$ cat src/rtl/comp_pkg.sv
package comp_pkg;
    localparam int CH_W   = 8;
    localparam int NUM_CH = 3;
    localparam int PIX_W  = CH_W * NUM_CH;
    localparam int ACC_W  = 2 * CH_W + 1;

    localparam logic [CH_W-1:0] ALPHA_OPAQUE = '1;

    typedef logic [CH_W-1:0]  alpha_t;
    typedef logic [PIX_W-1:0] rgb_t;

    // Winner of one pipe: found, forced to background, its alpha and pixel.
    typedef struct packed {
        logic   found;
        logic   blank;
        alpha_t alpha;
        rgb_t   pix;
    } pick_t;

    // Registered state of both pipeline stages.
    typedef struct packed {
        logic   s1_v;
        logic   s1_top_hit;
        alpha_t s1_top_a;
        rgb_t   s1_top_pix;
        rgb_t   s1_bot;
        logic   out_v;
        rgb_t   out_pix;
    } pipe_state_t;

    // Rounded a*top + (max-a)*bottom over max, for one channel.
    function automatic logic [CH_W-1:0] mix_chan(input alpha_t a,
                                                 input logic [CH_W-1:0] top,
                                                 input logic [CH_W-1:0] bot);
        logic [ACC_W-1:0] acc;
        acc = ACC_W'(a) * ACC_W'(top)
            + ACC_W'(ALPHA_OPAQUE - a) * ACC_W'(bot)
            + ACC_W'(ALPHA_OPAQUE >> 1);
        return CH_W'(acc / ACC_W'(ALPHA_OPAQUE));
    endfunction
endpackage

$ cat src/rtl/comp_layer_hit.sv
module comp_layer_hit #(
    parameter int COORD_W = 12
) (
    input  logic               en,
    input  logic [COORD_W-1:0] org_x,
    input  logic [COORD_W-1:0] org_y,
    input  logic [COORD_W-1:0] ext_w,
    input  logic [COORD_W-1:0] ext_h,
    input  logic [COORD_W-1:0] pos_x,
    input  logic [COORD_W-1:0] pos_y,
    output logic               hit
);
    localparam int SUM_W = COORD_W + 1;

    logic [SUM_W-1:0] lim_x;
    logic [SUM_W-1:0] lim_y;
    logic             in_x;
    logic             in_y;

    // One extra bit so that a rectangle touching the coordinate limit does not wrap.
    assign lim_x = SUM_W'(org_x) + SUM_W'(ext_w);
    assign lim_y = SUM_W'(org_y) + SUM_W'(ext_h);
    assign in_x  = (pos_x >= org_x) && (SUM_W'(pos_x) < lim_x);
    assign in_y  = (pos_y >= org_y) && (SUM_W'(pos_y) < lim_y);
    assign hit   = en && in_x && in_y;
endmodule

$ cat src/rtl/comp_pipe_pick.sv
module comp_pipe_pick
    import comp_pkg::*;
#(
    parameter int NUM_LAYERS = 4,
    parameter int PRIO_W     = 2,
    parameter bit PIPE_ID    = 1'b0,
    parameter bit FLAW_ABLE  = 1'b0
) (
    input  logic [NUM_LAYERS-1:0]        hits,
    input  logic [NUM_LAYERS-1:0]        pipe_of,
    input  logic [NUM_LAYERS*PRIO_W-1:0] prio_flat,
    input  logic [NUM_LAYERS*CH_W-1:0]   alpha_flat,
    input  logic [NUM_LAYERS*PIX_W-1:0]  pix_flat,
    input  logic                         flaw_mode,
    output pick_t                        pick
);
    logic              found;
    logic [PRIO_W-1:0] best_prio;
    alpha_t            best_alpha;
    rgb_t              best_pix;

    // Ascending scan with a strict compare: on equal priority the lower index stays.
    always_comb begin
        found      = 1'b0;
        best_prio  = '0;
        best_alpha = '0;
        best_pix   = '0;
        for (int i = 0; i < NUM_LAYERS; i++) begin
            if (hits[i] && (pipe_of[i] == PIPE_ID) &&
                (!found || (prio_flat[i*PRIO_W +: PRIO_W] > best_prio))) begin
                found      = 1'b1;
                best_prio  = prio_flat[i*PRIO_W +: PRIO_W];
                best_alpha = alpha_flat[i*CH_W +: CH_W];
                best_pix   = pix_flat[i*PIX_W +: PIX_W];
            end
        end
    end

    always_comb begin
        pick.found = found;
        pick.alpha = best_alpha;
        pick.pix   = best_pix;
        pick.blank = FLAW_ABLE && flaw_mode && found &&
                     (best_prio == '0) && (best_alpha != ALPHA_OPAQUE);
    end
endmodule

$ cat src/rtl/comp_blend.sv
module comp_blend
    import comp_pkg::*;
(
    input  alpha_t alpha,
    input  rgb_t   top,
    input  rgb_t   bot,
    output rgb_t   mix
);
    for (genvar ch = 0; ch < NUM_CH; ch++) begin : g_ch
        assign mix[ch*CH_W +: CH_W] = mix_chan(alpha, top[ch*CH_W +: CH_W],
                                               bot[ch*CH_W +: CH_W]);
    end
endmodule

$ cat src/rtl/dual_pipe_compositor.sv
module dual_pipe_compositor
    import comp_pkg::*;
#(
    parameter int NUM_LAYERS = 4,
    parameter int COORD_W    = 12,
    parameter int PRIO_W     = 2
) (
    input  logic                          clk,
    input  logic                          rst_n,
    input  logic [COORD_W-1:0]            frame_w,
    input  logic [COORD_W-1:0]            frame_h,
    input  logic [PIX_W-1:0]              bg_color,
    input  logic                          flaw_mode,
    input  logic [NUM_LAYERS-1:0]         lay_en,
    input  logic [NUM_LAYERS*COORD_W-1:0] lay_org_x,
    input  logic [NUM_LAYERS*COORD_W-1:0] lay_org_y,
    input  logic [NUM_LAYERS*COORD_W-1:0] lay_ext_w,
    input  logic [NUM_LAYERS*COORD_W-1:0] lay_ext_h,
    input  logic [NUM_LAYERS-1:0]         lay_pipe,
    input  logic [NUM_LAYERS*PRIO_W-1:0]  lay_prio,
    input  logic [NUM_LAYERS*CH_W-1:0]    lay_alpha,
    input  logic [NUM_LAYERS-1:0]         lay_alpha_en,
    input  logic                          pix_valid,
    input  logic [COORD_W-1:0]            pix_x,
    input  logic [COORD_W-1:0]            pix_y,
    input  logic [NUM_LAYERS*PIX_W-1:0]   lay_pix,
    output logic                          out_valid,
    output logic [PIX_W-1:0]              out_pix
);
    localparam int NUM_PIPES = 2;

    logic [NUM_LAYERS-1:0]      hits;
    logic [NUM_LAYERS*CH_W-1:0] eff_alpha;
    pick_t                      picks [NUM_PIPES];
    rgb_t                       mix_low;
    rgb_t                       mix_high;
    logic                       in_frame;
    logic                       keep_low;
    pipe_state_t                st_d;
    pipe_state_t                st_q;

    // Stage 1: coverage test and effective alpha for every layer.
    for (genvar i = 0; i < NUM_LAYERS; i++) begin : g_layer
        comp_layer_hit #(.COORD_W(COORD_W)) u_hit (
            .en    (lay_en[i]),
            .org_x (lay_org_x[i*COORD_W +: COORD_W]),
            .org_y (lay_org_y[i*COORD_W +: COORD_W]),
            .ext_w (lay_ext_w[i*COORD_W +: COORD_W]),
            .ext_h (lay_ext_h[i*COORD_W +: COORD_W]),
            .pos_x (pix_x),
            .pos_y (pix_y),
            .hit   (hits[i])
        );
        assign eff_alpha[i*CH_W +: CH_W] = lay_alpha_en[i] ? lay_alpha[i*CH_W +: CH_W]
                                                           : ALPHA_OPAQUE;
    end

    // Stage 1: one priority pick per pipe; only pipe 0 can carry the defect.
    for (genvar p = 0; p < NUM_PIPES; p++) begin : g_pipe
        comp_pipe_pick #(
            .NUM_LAYERS (NUM_LAYERS),
            .PRIO_W     (PRIO_W),
            .PIPE_ID    (p[0]),
            .FLAW_ABLE  (p == 0)
        ) u_pick (
            .hits       (hits),
            .pipe_of    (lay_pipe),
            .prio_flat  (lay_prio),
            .alpha_flat (eff_alpha),
            .pix_flat   (lay_pix),
            .flaw_mode  (flaw_mode),
            .pick       (picks[p])
        );
    end

    // Stage 1 mix: the pipe 0 winner over the background.
    comp_blend u_mix_low (
        .alpha (picks[0].alpha),
        .top   (picks[0].pix),
        .bot   (bg_color),
        .mix   (mix_low)
    );

    // Stage 2 mix: the registered pipe 1 winner over the registered bottom.
    comp_blend u_mix_high (
        .alpha (st_q.s1_top_a),
        .top   (st_q.s1_top_pix),
        .bot   (st_q.s1_bot),
        .mix   (mix_high)
    );

    always_comb begin
        st_d     = st_q;
        in_frame = (pix_x < frame_w) && (pix_y < frame_h);
        keep_low = picks[0].found && !picks[0].blank;

        st_d.s1_v       = pix_valid && in_frame;
        st_d.s1_bot     = keep_low ? mix_low : bg_color;
        st_d.s1_top_hit = picks[1].found && !picks[1].blank;
        st_d.s1_top_a   = picks[1].alpha;
        st_d.s1_top_pix = picks[1].pix;

        st_d.out_v   = st_q.s1_v;
        st_d.out_pix = st_q.s1_top_hit ? mix_high : st_q.s1_bot;
    end

    always_ff @(posedge clk or negedge rst_n) begin
        if (!rst_n) begin
            st_q <= '0;
        end else begin
            st_q <= st_d;
        end
    end

    assign out_valid = st_q.out_v;
    assign out_pix   = st_q.out_pix;
endmodule

$ cat config.mk
export PLATFORM = sky130hd
export DESIGN_NAME = dual_pipe_compositor
export DESIGN_NICKNAME = d
export VERILOG_FILES = /design/src/rtl/comp_pkg.sv /design/src/rtl/comp_layer_hit.sv /design/src/rtl/comp_pipe_pick.sv /design/src/rtl/comp_blend.sv /design/src/rtl/dual_pipe_compositor.sv
export SDC_FILE = /design/constraint.sdc
export NUM_CORES = 2
export LEC_CHECK = 0
export ABC_AREA = 1
export BUFFER_PORTS_ARGS = -buffer_cell sky130_fd_sc_hd__buf_2
export CAP_MARGIN = 20
export CELL_PAD_IN_SITES_DETAIL_PLACEMENT = 0
export CELL_PAD_IN_SITES_GLOBAL_PLACEMENT = 1
export CORE_MARGIN = 2
export CORE_UTILIZATION = 45
export CTS_CLUSTER_SIZE = 30
export DETAILED_ROUTE_END_ITERATION = 8
export PLACE_DENSITY = 0.88
export SLEW_MARGIN = 10
export SYNTH_ARGS = -nofsm -noshare
export SYNTH_HDL_FRONTEND = slang
export SYNTH_SLANG_ARGS = --single-unit
$ cat constraint.sdc
create_clock -name clk -period 11.2 [get_ports clk]
set_input_delay 1.12 -clock clk [delete_from_list [all_inputs] [get_ports clk]]
set_output_delay 1.12 -clock clk [all_outputs]
set_load 0.02 [all_outputs]
==> metrics.yaml <==
status: "finished with violations"
violations: "setup timing"
synth_area_um2: 52900
grt_pass1_vias: 53810
insertion_delay_ps: 380
crit_arrival_ps: 16610
fin_crit_sh: 1.46
synth_compound_area_frac: 0.0919
num_vias: 54501
slew_headroom: 0.229
utilization: 0.595
die_w_um: 347
avgRoutedWirePerCell_um: 16.4
dieHeight_um: 347
fin_crit_ps: 16350
synthArstFlopShare: 1.00
cts_max_level: 3
cp.required_ps: 11460
drt_iter0_drc: 3408
place.gp.congestion: 0.972
hold_buffers: 0
cap_violations: 0
pin_count: 441
setup_viol: 24
start_util: 0.455
drcViolationCount: 0
most-common-layout-cells: "1595 x nand2_1, 1575 x inv_1, 977 x buf_4"
cts_tree: "done"
fin_hold_ws_ps: 402
cp-start-kind: "input pin"
drive_gt1_frac: 0.301
synthCells: 7796
grt_max_degree: 53
synthTopCellsByArea: "fa_1 24%, ha_1 16%, nand2_1 13%, inv_1 12%, nor2_1 4.7%"
synth_top_family_by_area: "adder cells"
grt_usage: 0.285
path_clk_slew_ps: 80
worstPathMaxFanout: 7
area_growth_pct: 30.9
hpwlAfterDp_mm: 149
vias_per_cell: 5.09
avgSynthCellArea_um2: 6.79
io_buffers: 440
muxShareOfSynthArea: 0
crit_path_end_kind: "flop"
rsz0062_at_grt: "true"
fmax_ghz: 0.0611
first_pass_iters: 7
hold_violations: 0
layout_setup_ws_ps: -5150
drv_slew: 0
synth_edf_count: 0
rows: 125
cpMaxStageDelayCell: "fa_1"
synth_fa_ha_area_frac: 0.400
yosysWarningCount: 0
yosysUniqueCellTypes: 71
antenna_found_initial: 52
clockBufferDepth: 2
yosys.area.top_type_share: 0.239
layout_commonest_cell: "nand2_1"
nNetsFinal: 10871
grt_first_pass_wirelength_mm: 276
wirelength_mm: 176
synthXorXnorAreaFrac: 0.0249
cp_common_cell: "nand2_2"
hp-class: "reg2reg"
synth_seq_cells: 83
fin_worst_skew_ps: 17.7
worst_pin_slew_ps: 1150
globalRouteOverflowTotal: 0
seq_area_frac_synth: 0.0393
synth-simple-area-share: 0.304
clkSinkCount: 83
synthesis.nets: 9522
synth_top_cell_by_area: "fa_1"
synth-main-ff-cell: "dfrtp_1"
dieArea_um2: 120000
ant_nets: 0
max_stage_delay_ps: 560
core_region_area_um2: 116000
path_class: "in2reg"
numCtsBuffers: 9
root_buffer: "clkbuf_16"
## Yosys cell counts (all sizes together), types with 2 or more instances
cell type  number
xnor2          44
a31oi          30
nand4          86
o21bai         36
nand3         504
o31ai           9
or2            34
clkinv         16
fa            632
xor2          103
nand3b         33
ha            678
buf            41
o21ai         339
and2            6
nor3           42
inv          1733
a211oi          7
dfrtp          83
nor4            2
a21oi         264
nor2          759
o211ai         48
clkbuf        143
o22ai           7
o311ai         11
nand2        2021
a21boi         15
o21a           20
a21o           30
a221o           2
o221ai          9
a311oi          2
## worst paths after layout
path	start	endpoint	slack (ps)	cells after the start
worst min register to register	st_d[24]	out_valid	400	0
min in group asynchronous	rst_n	out_pix[4]	730	1
worst min-delay path	st_d[24]	out_valid	400	0
max in group asynchronous	rst_n	st_q[74]	9350	2
worst max register to register	st_q[76]	out_pix[16]	680	73
worst max-delay path	lay_ext_h[0]	st_q[25]	-5150	112
## per-layer routing
layer / global-route usage / part of all wire / vias up / wire length, um
met5: 0 / 0.00081 / - / 142
met1: 0.389 / 0.44 / 25911 / 77400
met3: 0.0370 / 0.068 / 258 / 11900
li1: - / - / 26807 / -
met4: 0.0757 / 0.026 / 24 / 4560
met2: 0.473 / 0.47 / 1501 / 81800
## state kept, by name (all words and copies together) (netlist names)
| register | cells |
|---|---|
| st_q | 57 |
| out_pix | 24 |
| st_d | 1 |
| out_valid | 1 |
## kinds of logic after synthesis
kind of cell | after synthesis
flip-flops | 83
XOR/XNOR | 147
buffers and inverters | 1934
AND/OR/NAND/NOR | 3490
adder cells (fa/ha/maj) | 1311
AO/OA/AOI/OAI | 831
## final cells by class
cell class,instances,area [um^2]
repair buffers,1517,11100
inverters,1749,6650
clock inverters,6,93.8
well taps,1524,1910
fillers,10863,47100
diodes,28,70.1
clock buffers,10,239
flip-flops and latches,83,2080
repair inverters,1,7.51
multi-input cells,5784,47100
## critical path, delay by kind of cell
kind / cells / cell delay (ps)
simple gates: 52 / 5160
xor+xnor: 1 / 150
buf+inv: 24 / 2430
compound gates: 22 / 2790
fa+ha+maj: 13 / 4890
## per-stage QoR
| step | setup slack, ps | instance area, um^2 | setup TNS [ps] | instances |
|---|---|---|---|---|
| 6_report | -5150 | 69200 | -87360 | 10702 |
| 5_1_grt | -6110 | 69200 | -105780 | 10696 |
| 4_1_cts | -5040 | 66100 | -84720 | 10575 |
| 3_5_place_dp | -6030 | 64100 | -106220 | 10461 |
| 3_3_place_gp | -5780 | 64100 | -98090 | 10461 |
| 2_1_floorplan | -4300 | 54300 | -65500 | 7796 |
## timing repair
| item | in CTS | in global routing |
|---|---|---|
| gates resized for setup | 242 | 555 |
| pin swaps | 138 | 286 |
| setup endpoints to repair | 24 | 30 |
| buffers inserted | 96 | 98 |
| cloned | 5 | 7 |
Power is left out: the tool's default activity adds up to more than one toggle a clock period on the data nets, which glitch-free logic cannot reach.
